<file path="src/rtl/evr_pkg.sv">
`timescale 1ns/1ps
package evr_pkg;
    localparam int ADDR_W = 12;
    localparam int IDX_W  = 10;
    localparam int MAP_W  = 4;

    typedef enum logic [4:0] {
        RG_NONE, RG_GLB, RG_SSET, RG_SCLR, RG_ESET, RG_ECLR, RG_HSET, RG_HCLR,
        RG_RAW, RG_STAT, RG_ENS, RG_ENC, RG_EMAP, RG_CMAP, RG_PIDX, RG_POL, RG_TYP
    } region_e;

    typedef struct packed {
        logic             found;
        logic [IDX_W-1:0] idx;
    } pick_t;

    function automatic region_e decode_region(input logic [ADDR_W-1:0] a);
        region_e r;
        r = RG_NONE;
        if (a[11:10] == 2'b01)      r = RG_EMAP;
        else if (a[11:8] == 4'h8)   r = RG_CMAP;
        else if (a[11:8] == 4'h9)   r = RG_PIDX;
        else begin
            case (a[11:7])
                5'd0: begin
                    case (a[6:0])
                        7'h10: r = RG_GLB;
                        7'h20: r = RG_SSET;
                        7'h24: r = RG_SCLR;
                        7'h28: r = RG_ESET;
                        7'h2C: r = RG_ECLR;
                        7'h34: r = RG_HSET;
                        7'h38: r = RG_HCLR;
                        default: r = RG_NONE;
                    endcase
                end
                5'd4:  r = RG_RAW;
                5'd5:  r = RG_STAT;
                5'd6:  r = RG_ENS;
                5'd7:  r = RG_ENC;
                5'd26: r = RG_POL;
                5'd27: r = RG_TYP;
                default: r = RG_NONE;
            endcase
        end
        return r;
    endfunction

    function automatic logic [31:0] pidx_word(input pick_t p);
        return p.found ? {{(32-IDX_W){1'b0}}, p.idx} : 32'h8000_0000;
    endfunction
endpackage

</file>
<file path="src/rtl/evr_latch.sv">
`timescale 1ns/1ps
module evr_latch #(
    parameter int N_EVT = 64
) (
    input  logic             clk,
    input  logic             rst,
    input  logic [N_EVT-1:0] evt_in,
    input  logic [N_EVT-1:0] pol,
    input  logic [N_EVT-1:0] edge_mode,
    input  logic [N_EVT-1:0] set_sw,
    input  logic [N_EVT-1:0] clr_sw,
    output logic [N_EVT-1:0] raw
);
    logic [N_EVT-1:0] act, prev_q, hw_set;

    // active when input equals polarity bit
    assign act    = ~(evt_in ^ pol);
    assign hw_set = (edge_mode & act & ~prev_q) | (~edge_mode & act);

    always_ff @(posedge clk) begin
        if (rst) begin
            prev_q <= '0;
            raw    <= '0;
        end else begin
            prev_q <= act;
            raw    <= (raw & ~clr_sw) | hw_set | set_sw;
        end
    end

    assert_raw_clear_R2: assert property (@(posedge clk) disable iff (rst)
        (|clr_sw) |=> ((raw & $past(clr_sw & ~(set_sw | hw_set))) == '0));

    assert_raw_set_R2: assert property (@(posedge clk) disable iff (rst)
        (|set_sw) |=> ((raw & $past(set_sw)) == $past(set_sw)));
endmodule

</file>
<file path="src/rtl/evr_route.sv">
`timescale 1ns/1ps
module evr_route import evr_pkg::*; #(
    parameter int N_EVT  = 64,
    parameter int N_CH   = 10,
    parameter int N_HOST = 10
) (
    input  logic [N_EVT-1:0]             pend,
    input  logic [N_EVT-1:0][MAP_W-1:0]  emap,
    input  logic [N_CH-1:0][MAP_W-1:0]   cmap,
    output pick_t [N_HOST-1:0]           pick
);
    pick_t [N_CH-1:0] ch_pick;

    // stage 1: lowest pending event per channel
    always_comb begin
        for (int c = 0; c < N_CH; c++) begin
            ch_pick[c] = '0;
            for (int e = N_EVT - 1; e >= 0; e--) begin
                if (pend[e] && emap[e] == MAP_W'(c)) begin
                    ch_pick[c].found = 1'b1;
                    ch_pick[c].idx   = IDX_W'(e);
                end
            end
        end
    end

    // stage 2: lowest active channel per host
    always_comb begin
        for (int h = 0; h < N_HOST; h++) begin
            pick[h] = '0;
            for (int c = N_CH - 1; c >= 0; c--) begin
                if (ch_pick[c].found && cmap[c] == MAP_W'(h)) begin
                    pick[h] = ch_pick[c];
                end
            end
        end
    end
endmodule

</file>
<file path="src/rtl/evr_router.sv">
`timescale 1ns/1ps
module evr_router import evr_pkg::*; #(
    parameter int N_EVT  = 64,
    parameter int N_CH   = 10,
    parameter int N_HOST = 10
) (
    input  logic              clk,
    input  logic              rst,
    input  logic              rd_en,
    input  logic              wr_en,
    input  logic [ADDR_W-1:0] addr,
    input  logic [31:0]       wdata,
    output logic [31:0]       rdata,
    input  logic [N_EVT-1:0]  evt_in,
    output logic [N_HOST-1:0] host_irq
);
    localparam int NB  = (N_EVT + 31) / 32;
    localparam int EVP = NB * 32;
    localparam int EMW = (N_EVT + 3) / 4;
    localparam int CMW = (N_CH + 3) / 4;
    localparam int EW  = $clog2(N_EVT);
    localparam int HW  = $clog2(N_HOST);

    region_e rg;
    assign rg = decode_region(addr);

    logic                         glb_q;
    logic [N_HOST-1:0]            hen_q;
    logic [N_EVT-1:0]             en_q, pol_q, typ_q, raw, pend;
    logic [EVP-1:0]               en_p, pol_p, typ_p, raw_p, bmask, bank_src;
    logic [EVP-1:0]               en_nx, pol_nx, typ_nx;
    logic [N_EVT-1:0]             evt_hot, set_sw, clr_sw;
    logic [N_HOST-1:0]            host_hot, found;
    logic [N_EVT-1:0][MAP_W-1:0]  emap_q;
    logic [N_CH-1:0][MAP_W-1:0]   cmap_q;
    logic [EMW*4-1:0][MAP_W-1:0]  emap_p;
    logic [CMW*4-1:0][MAP_W-1:0]  cmap_p;
    pick_t [N_HOST-1:0]           pick;
    logic [31:0]                  rd_word;

    assign en_p  = EVP'(en_q);
    assign pol_p = EVP'(pol_q);
    assign typ_p = EVP'(typ_q);
    assign raw_p = EVP'(raw);
    assign pend  = raw & en_q;

    // index decode for single-bit command registers
    always_comb begin
        evt_hot  = '0;
        host_hot = '0;
        for (int e = 0; e < N_EVT; e++)
            if (wdata == 32'(e)) evt_hot[e] = 1'b1;
        for (int h = 0; h < N_HOST; h++)
            if (wdata == 32'(h)) host_hot[h] = 1'b1;
    end

    // banked write data placed at its event positions
    always_comb begin
        bmask = '0;
        for (int b = 0; b < NB; b++)
            if (int'(addr[6:2]) == b) bmask[b*32 +: 32] = wdata;
    end

    assign set_sw = (wr_en && rg == RG_SSET) ? evt_hot : '0;
    assign clr_sw = ((wr_en && rg == RG_SCLR) ? evt_hot : '0)
                  | ((wr_en && rg == RG_STAT) ? bmask[N_EVT-1:0] : '0);

    always_comb begin
        en_nx  = en_p;
        pol_nx = pol_p;
        typ_nx = typ_p;
        if (wr_en) begin
            case (rg)
                RG_ESET: en_nx = en_p | EVP'(evt_hot);
                RG_ECLR: en_nx = en_p & ~EVP'(evt_hot);
                RG_ENS:  en_nx = en_p | bmask;
                RG_ENC:  en_nx = en_p & ~bmask;
                default: ;
            endcase
            for (int b = 0; b < NB; b++) begin
                if (int'(addr[6:2]) == b && rg == RG_POL) pol_nx[b*32 +: 32] = wdata;
                if (int'(addr[6:2]) == b && rg == RG_TYP) typ_nx[b*32 +: 32] = wdata;
            end
        end
    end

    always_ff @(posedge clk) begin
        if (rst) begin
            glb_q <= 1'b0;
            hen_q <= '0;
            en_q  <= '0;
            pol_q <= '1;
            typ_q <= '0;
        end else begin
            if (wr_en && rg == RG_GLB)  glb_q <= wdata[0];
            if (wr_en && rg == RG_HSET) hen_q <= hen_q | host_hot;
            if (wr_en && rg == RG_HCLR) hen_q <= hen_q & ~host_hot;
            en_q  <= en_nx[N_EVT-1:0];
            pol_q <= pol_nx[N_EVT-1:0];
            typ_q <= typ_nx[N_EVT-1:0];
        end
    end

    // map registers, one 4-bit lane per entry
    for (genvar e = 0; e < EMW * 4; e++) begin : g_emap
        if (e < N_EVT) begin : g_real
            always_ff @(posedge clk) begin
                if (rst) emap_q[e] <= '0;
                else if (wr_en && rg == RG_EMAP && int'(addr[9:2]) == e / 4)
                    emap_q[e] <= wdata[(e % 4) * 8 +: MAP_W];
            end
            assign emap_p[e] = emap_q[e];
        end else begin : g_pad
            assign emap_p[e] = '0;
        end
    end

    for (genvar c = 0; c < CMW * 4; c++) begin : g_cmap
        if (c < N_CH) begin : g_real
            always_ff @(posedge clk) begin
                if (rst) cmap_q[c] <= '0;
                else if (wr_en && rg == RG_CMAP && int'(addr[7:2]) == c / 4)
                    cmap_q[c] <= wdata[(c % 4) * 8 +: MAP_W];
            end
            assign cmap_p[c] = cmap_q[c];
        end else begin : g_pad
            assign cmap_p[c] = '0;
        end
    end

    evr_latch #(.N_EVT(N_EVT)) u_latch (
        .clk      (clk),
        .rst      (rst),
        .evt_in   (evt_in),
        .pol      (pol_q),
        .edge_mode(typ_q),
        .set_sw   (set_sw),
        .clr_sw   (clr_sw),
        .raw      (raw)
    );

    evr_route #(.N_EVT(N_EVT), .N_CH(N_CH), .N_HOST(N_HOST)) u_route (
        .pend(pend),
        .emap(emap_q),
        .cmap(cmap_q),
        .pick(pick)
    );

    for (genvar h = 0; h < N_HOST; h++) begin : g_host
        assign found[h] = pick[h].found;
    end
    assign host_irq = {N_HOST{glb_q}} & hen_q & found;

    // read path
    always_comb begin
        case (rg)
            RG_RAW:         bank_src = raw_p;
            RG_STAT:        bank_src = raw_p & en_p;
            RG_ENS, RG_ENC: bank_src = en_p;
            RG_POL:         bank_src = pol_p;
            RG_TYP:         bank_src = typ_p;
            default:        bank_src = '0;
        endcase
    end

    always_comb begin
        rd_word = '0;
        case (rg)
            RG_GLB: rd_word = {31'b0, glb_q};
            RG_RAW, RG_STAT, RG_ENS, RG_ENC, RG_POL, RG_TYP:
                for (int b = 0; b < NB; b++)
                    if (int'(addr[6:2]) == b) rd_word = bank_src[b*32 +: 32];
            RG_EMAP:
                for (int k = 0; k < EMW; k++)
                    if (int'(addr[9:2]) == k)
                        for (int l = 0; l < 4; l++)
                            rd_word[l*8 +: MAP_W] = emap_p[k*4 + l];
            RG_CMAP:
                for (int k = 0; k < CMW; k++)
                    if (int'(addr[7:2]) == k)
                        for (int l = 0; l < 4; l++)
                            rd_word[l*8 +: MAP_W] = cmap_p[k*4 + l];
            RG_PIDX:
                for (int h = 0; h < N_HOST; h++)
                    if (int'(addr[7:2]) == h) rd_word = pidx_word(pick[h]);
            default: rd_word = '0;
        endcase
    end

    always_ff @(posedge clk) begin
        if (rst)        rdata <= '0;
        else if (rd_en) rdata <= rd_word;
    end

    assert_glb_off_R5: assert property (@(posedge clk) disable iff (rst)
        (wr_en && rg == RG_GLB && !wdata[0]) |=> (host_irq == '0));

    assert_host_off_R4: assert property (@(posedge clk) disable iff (rst)
        (wr_en && rg == RG_HCLR && wdata < 32'(N_HOST)) |=> !host_irq[$past(wdata[HW-1:0])]);

    assert_en_set_R3: assert property (@(posedge clk) disable iff (rst)
        (wr_en && rg == RG_ESET && wdata < 32'(N_EVT)) |=> en_q[$past(wdata[EW-1:0])]);

    for (genvar h = 0; h < N_HOST; h++) begin : g_chk
        assert_pick_route_R10: assert property (@(posedge clk) disable iff (rst)
            pick[h].found |-> (pend[pick[h].idx[EW-1:0]]
                && int'(cmap_p[emap_p[pick[h].idx[EW-1:0]]]) == h));
    end
endmodule

</file>
<file path="config.mk">
export PLATFORM = sky130hd
export DESIGN_NAME = evr_router
export DESIGN_NICKNAME = d
export VERILOG_FILES = /design/src/rtl/evr_pkg.sv /design/src/rtl/evr_latch.sv /design/src/rtl/evr_route.sv /design/src/rtl/evr_router.sv
export SDC_FILE = /design/constraint.sdc
export NUM_CORES = 2
export LEC_CHECK = 0
export ABC_AREA = 1
export CAP_MARGIN = 5
export CELL_PAD_IN_SITES_DETAIL_PLACEMENT = 1
export CELL_PAD_IN_SITES_GLOBAL_PLACEMENT = 2
export CORE_MARGIN = 1.5
export CORE_UTILIZATION = 34
export CTS_BUF_LIST = sky130_fd_sc_hd__clkbuf_4
export CTS_CLUSTER_DIAMETER = 50
export DETAILED_ROUTE_END_ITERATION = 16
export GPL_ROUTABILITY_DRIVEN = 0
export GPL_TIMING_DRIVEN = 0
export MAX_ROUTING_LAYER = met4
export PLACE_DENSITY = 0.82
export SLEW_MARGIN = 20
export SYNTH_ARGS = -nofsm -noshare
export SYNTH_HDL_FRONTEND = slang
export SYNTH_SLANG_ARGS = --single-unit
</file>
<file path="constraint.sdc">
create_clock -name clk -period 6 [get_ports clk]
set_input_delay 1.2 -clock clk [delete_from_list [all_inputs] [get_ports clk]]
set_output_delay 1.2 -clock clk [all_outputs]
set_load 0.02 [all_outputs]
</file>
# Word level (Yosys, flattened, before mapping)
# Index checks and enable logic that the tools add are counted.
# Widths: inputs -> output; s select.
totals:
  romBits: 0
  reg_bits: 659
  mem_count: 0
  input_bits: 112
  out_inout_bits: 42
  latch_bits: 0
  word_cells: 2678
  mem_bits_rw: 0
classes:
  muxes: 924
  order_cmp: 0
  div: 0
  add_sub_neg: 0
  reduce_logical: 859
  shifts: 0
  n_eq_ne: 786
  multipliers: 0
  bitwise_logic: 25
ops:
  columns: ["op", "count"]
  rows:
  - ["$mux 11", 740]
  - ["$eq 4x3->1 const B", 296]
  - ["$eq 32x6->1 const B", 32]
  - ["$logic_and 1x1->1", 771]
  - ["$mux 32", 24]
  - ["$eq 4x4->1 const B", 150]
  - ["$eq 4x2->1 const B", 148]
  - ["$eq 32x5->1 const B", 16]
  - ["$and 64x64->64", 7]
  - ["$not 64->64", 6]
  - ["$or 64x64->64", 6]
  - ["$pmux 64 s5", 1]
  - ["$mux 4", 76]
  - ["$eq 4x1->1 const B", 74]
  - ["$logic_not 4->1", 74]
  - ["$eq 32x4->1 const B", 8]
  - ["$pmux 64 s4", 1]
  - ["$mux 64", 3]
  - ["$eq 32x3->1 const B", 4]
  - ["$eq 32x2->1 const B", 2]
  - ["$eq 8x5->1 const B", 8]
  - ["$mux 1", 64]
  - ["$xor 64x64->64", 1]
  - ["$pmux 4 s4", 3]
  - ["other kinds (34)", 79]

# Longest topological paths before layout
depth:
  depth_word: 89
  depth_mapped: 90
  depth_no_buf: 90

# By module
# From an unflattened synthesis, not the netlist that was laid out.
hier_totals:
  hier_cells: 9858
  hier_area_um2: 54169.5
modules_own_cells:
  columns: ["module", "cells_per_inst", "seq_area_each_um2", "instances", "area_each_um2"]
  rows:
  - ["evr_router", 4094, 10630.2, 1, 27582.7]
  - ["evr_route", 4846, 0.0, 1, 20701.1]
  - ["evr_latch", 918, 2562.5, 1, 5885.6]

# Worst setup path after synthesis
# OpenSTA, ideal clock, no wires.
synth_path:
  path_type: "register to register"
  from: "register emap_q, in the netlist emap_p[240]"
  to: "register rdata[0]"
  period_less_slack_ns: 4.711
  required_time_ns: 5.869
  path_buffers: 0
  path_slack_ns: 1.289
  path_stages_with_launch: 84
  t_arrival_ns: 4.581
  setup_ns: 0.131
  cell_sequence: "dfxtp_1 > inv_2 > nor2_2 > nand4_1 > nand2_1 > nand2_1 > nand2_1 > nand2_1 > nand2_1 > nand2_1 > nand2_1 > nand2_1 > nand2_1 > nand2_1 > nand2_1 > nand2_1 > nand2_1 > nand2_1 > (+48 left out) > o21ai_1 > nand2_1 > nand2_1 > nand3_1 > nand2_1 > nand3_1 > nand2_1 > nand2_1 > a21oi_1 > nand3_1 > nand2_1 > nand3_1 > nand2_1 > nand2_1 > nand2_1 > nand2_1 > nand2_1 > a21oi_2"
synth_via:
  elab_chain_cells: 86
  elab_cells_between_ends: 852
  classes_between: "9 x eq/ne; 732 x mux; 111 x reduce/logical"
synth_lines:
  columns: ["element", "line_no", "source"]
  rows:
  - ["start, declared", "evr_router.sv:34", "logic [N_EVT-1:0][MAP_W-1:0] emap_q;"]
  - ["start signal, assigned by index", "evr_router.sv:110", "emap_q[e] <= wdata[(e % 4) * 8 +: MAP_W];"]
  - ["$eq 4x4->1", "evr_route.sv:19", "if (pend[e] && emap[e] == MAP_W'(c)) begin"]
  - ["$logic_and 1x1->1", "evr_route.sv:19", null]
  - ["$mux 11 (61 in series)", "evr_route.sv:19", null]
  - ["$logic_and 1x1->1", "evr_route.sv:32", "if (ch_pick[c].found && cmap[c] == MAP_W'(h)) begin"]
  - ["$mux 11 (10 in series)", "evr_route.sv:32", null]
  - ["$mux 32", "evr_pkg.sv:50", "return p.found ? {{(32-IDX_W){1'b0}}, p.idx} : 32'h8000_0000;"]
  - ["$mux 32 (10 in series)", "evr_router.sv:185", "if (int'(addr[7:2]) == h) rd_word = pidx_word(pick[h]);"]
  - ["$pmux 4 s5 *", "evr_router.sv:168", "case (rg)"]
  - ["end signal, assigned", "evr_router.sv:192", "else if (rd_en) rdata <= rd_word;"]
  - ["end, declared", "evr_router.sv:13", "output logic [31:0] rdata,"]
# Mark *: on every way between the ends. The rest lies on a longest branch, timed or not.
# A chain may end at the register's enable or synchronous reset.

# Worst setup path after layout
layout_path:
  from: "register u_latch.raw[63]"
  to: "register rdata[1]"
layout_via:
  elab_chain_cells: 89
  elab_cells_between_ends: 872
  classes_between: "761 x mux; 1 x bitwise; 110 x reduce/logical"
layout_lines:
  columns: ["element", "line_no", "source"]
  rows:
  - ["start, declared", "evr_latch.sv:12", "output logic [N_EVT-1:0] raw"]
  - ["start signal, assigned", "evr_latch.sv:26", "raw <= (raw & ~clr_sw) | hw_set | set_sw;"]
  - ["$and 64x64->64 *", "evr_router.sv:45", "assign pend = raw & en_q;"]
  - ["$logic_and 1x1->1", "evr_route.sv:19", null]
  - ["$mux 11 (64 in series)", "evr_route.sv:19", null]
  - ["$logic_and 1x1->1", "evr_route.sv:32", null]
  - ["$mux 11 (10 in series)", "evr_route.sv:32", null]
  - ["$mux 32", "evr_pkg.sv:50", null]
  - ["$mux 32 (9 in series)", "evr_router.sv:185", null]
  - ["$mux 32 *", "evr_router.sv:185", null]
  - ["$pmux 4 s5 *", "evr_router.sv:168", null]
# Marked as above.

==> summary.md <==
| Metric | Value |
|---|---|
| Drt wl/cell | 32.5 um |
| Placed cells | 10800 |
| GRT Overall Usage | 49.4% |
| Worst hold stages | 2 |
| Tmin final | about 7.0 ns |
| Layout fillers | 19900 |
| Clock Latency Late Sink | 1.40 ns |
| Power per cell area | approximately 160 nW/um2 |
| Worst-Margin Slew | 1.37 ns |
| TritonCTS sink count | 659 |
| Peak supply drop | approximately 0.2 mV |
| Starting Density | 34.3% |
| Final Skew | 0.129 ns |
| Via count | 71900 |
| Synthesis-to-finish area growth | 24.0% |
| R2R Setup Slk | -1.03 ns |
| Largest net degree at the start of global routing | 19 |
| Max-slew violation count | 0 |
| Post-synth EDFFs | 0 |
| Distinct cells, synth | 48 |
| Failing checks | setup timing |
| Register bit count reported by yosys | 659 |
| Post-synthesis sequential area ratio | 26.4% |
| Mapped Avg Cell Area | between 5 and 6 um2 |
| Max clock buf depth | 3 |
| Delay of the slowest critical-path stage | 0.39 ns |
| IO Port Bufs | approximately 150 |
| Kind of critical path | reg2reg |
| Main synth FF type | dfxtp_1 |
| Final layout net count | 9356 |
| CTS Buf Count | 193 |
| Syn Nets | 8836 |
| CP dominant cell by count | nor2_1 |
| First-pass GRT wire length | 504 mm |
| Num ports | ~150 |
| P_leak | 27.1 nW |
| Die Height | slightly below 400 um |
| Global route total overflow | 0 |
| Critical Path Slowest Stage Cell | dfxtp_4 |
| Final setup viols | 43 |
| Core ar. | roughly 150000 um2 |
| Drt first pass iters | 7 |
| Design area | between 60000 and 70000 um2 |
| Dpl hpwl | about 300 mm |
| Share of cells above drive strength 1 | between 10 and 15% |
| Initial DRC count | 9820 |
| DRC viols | 0 |
| FMAX | ~140 MHz |
| Post-DRT Antenna Nets | 0 |
| Root buffer selected by CTS | clkbuf_4 |
| Area of the multi-input gates | 34900 um2 |
| Placed cell areas | 54700 um2 |
| Hold Crit Class | reg2reg |
| Die width | just under 400 um |
| Max FO, Critical Path | 6 |
| Max cap viols | 0 |
| TNS Setup | -8.59 ns |
| CTS Hold Bufs | 0 |
| Mapped Cells | 8724 |
| Vias in the first global route | 67700 |
| Final Cycle Share | 117% |
| CTS H-tree lvls | 4 |
| CTS tree | done |
| Fin. Hold Viols | 0 |
| Worst Slack Setup Final | -1.03 ns |
| Launch point of the worst reg-to-reg path | u_latch.raw[63] |
| Worst EP required | 7.20 ns |
| Crit path arrival time | 8.23 ns |
| Antenna violations before repair | 45 |
| Total routed wirelength | around 370 mm |
| Worst-path clk slew | roughly 0.070 ns |
| Mapped Area | ~50000 um2 |
| Status | complete, but fails checks |
| Worst flop-to-flop path endpoint | rdata[1] |
| Asr flop ratio synth | 0% |
| Rows | 140 |
| HP Start | rdata[10] |
| CP startpoint kind | flop |
| Hold endpoint | rdata[10] |
| Final Instance Count excl. Fillers | 11400 |
| Vias per inst | 6.32 |
| RSZ-0062 raised after global routing | true |
| Register area | between 10000 and 15000 um2 |
| Crit end category | flop |
| Smallest hold slack | 0.468 ns |
| Synth warn | 0 |
| Area of the die | 149000 um2 |
| Slew HR | 8.68% |
| Reg2reg path depth | 47 |
| Total Power | a little over 10 mW |
per-stage QoR:
| step | util, % | setup WS (ns) |
|---|---|---|
| after floorplan | - | 1.29 |
| after global placement | 37.0 | -3.62 |
| after detailed placement | 37.5 | -2.56 |
| after CTS | 41.1 | -0.641 |
| after global routing | 42.5 | -1.36 |
| final | 42.5 | -1.03 |
flip-flops by register name (all words and copies together) (netlist names), named ones only:
| signal | count |
|---|---|
| emap_p | 256 |
| en_p | 64 |
| pol_p | 64 |
| typ_p | 64 |
| u_latch.prev_q | 64 |
| u_latch.raw | 64 |
| cmap_p | 40 |
| rdata | 32 |
| glb_q | 1 |
synth_stat cells (all sizes together), types with 54 or more instances:
library cell / instances / area [um2]
o221ai: 139 / 1220
o22ai: 83 / 526
nor4: 89 / 557
inv: 1008 / 3780
a21oi: 766 / 3840
nor3: 175 / 891
nor2: 1066 / 4010
a211oi: 69 / 518
clkbuf: 336 / 1260
nand2: 2608 / 9820
xnor2: 54 / 473
nand3: 121 / 611
dfxtp: 659 / 13200
o211ai: 163 / 1230
o21ai: 819 / 4100
nand4: 142 / 888
a31oi: 137 / 857
layout by cell type (no fill, tap or decap), types with 26 or more instances in the layout:
| cell | n |
|---|---|
| a211oi_1 | 68 |
| a21oi_1 | 744 |
| a221oi_1 | 34 |
| a22oi_1 | 49 |
| a311oi_1 | 26 |
| a31oi_1 | 135 |
| buf_4 | 129 |
| clkbuf_1 | 279 |
| clkbuf_2 | 57 |
| clkbuf_4 | 283 |
| clkdlybuf4s50_1 | 139 |
| clkinv_1 | 66 |
| dfxtp_1 | 614 |
| dfxtp_2 | 33 |
| diode_2 | 67 |
| inv_1 | 934 |
| inv_2 | 57 |
| nand2_1 | 2427 |
| nand2_2 | 125 |
| nand2_4 | 51 |
| nand3_1 | 87 |
| nand3_2 | 30 |
| nand4_1 | 142 |
| nor2_1 | 890 |
| nor2_2 | 89 |
| nor2_4 | 87 |
| nor3_1 | 30 |
| nor3_2 | 111 |
| nor3_4 | 34 |
| nor4_1 | 60 |
| o2111ai_1 | 34 |
| o211ai_1 | 162 |
| o21ai_0 | 780 |
| o21ai_1 | 36 |
| o21bai_1 | 38 |
| o221ai_1 | 135 |
| o22ai_1 | 82 |
| xnor2_1 | 54 |
power by group:
part	total, mW	internal (mW)	switching (mW)
clock network	4.64	2.20	2.44
registers	4.48	4.43	0.0550
logic	0.995	0.232	0.763
area by class of cell:
| cell class | count | share of cell area (%) |
|---|---|---|
| Antenna cell | 67 | 0.271 |
| Clock buffer | 282 | 3.42 |
| Tap cell | 1917 | 3.87 |
| Timing Repair Buffer | 326 | 5.33 |
| Sequential cell | 659 | 21.4 |
| Multi-Input combinational cell | 6675 | 56.4 |
| Inverter | 1033 | 6.38 |
| Clock inverter | 70 | 0.632 |
| Buffer | 356 | 2.31 |
kinds of logic (layout without fill, tap and decap cells):
family,count (synthesis),after routing,share of synthesized area (%)
flip-flops,659,659,26.4
XOR/XNOR,64,64,1.12
buffers and inverters,1390,2067,10.5
AO/OA/AOI/OAI,2409,2409,28.4
AND/OR/NAND/NOR,4202,4202,33.6
other,0,67,0
how the worst max path moves through the flow:
| stage | slack [ns] | end | start | depth (start not counted) |
|---|---|---|---|---|
| after floorplan | 1.29 | rdata[0] | emap_p[240] | 83 |
| after CTS | -0.64 | rdata[0] | en_p[61] | 88 |
| after global placement | -3.62 | rdata[0] | addr[2] | 24 |
| after global routing | -1.36 | rdata[0] | u_latch.raw[61] | 89 |
| final | -1.03 | rdata[1] | u_latch.raw[63] | 47 |
| after detailed placement | -2.56 | rdata[2] | addr[9] | 20 |
timing repair:
action | CTS | global route
setup endpoints to repair | 53 | 77
gates cloned | 0 | 0
hold endpoints to repair | 0 | 0
setup buffers | 71 | 71
gates resized for setup | 589 | 389
pin swaps | 66 | 125
per-layer routing:
layer	wire (um)	vias up	share of wire [%]	global-route usage, %
li1	-	30600	-	-
met2	148000	5207	40	68.2
met3	46700	1607	13	16.5
met4	38900	0	10	42.0
met1	137000	34600	37	57.2
met5	0	-	0	-
worst max-delay path, delay by kind of cell (launching register included):
kind / cells / cell delay (ns)
compound gates: 15 / 2.57
buf+inv: 2 / 0.28
flops: 1 / 0.39
simple gates: 30 / 3.57
Power figures use the tool's default switching activity.
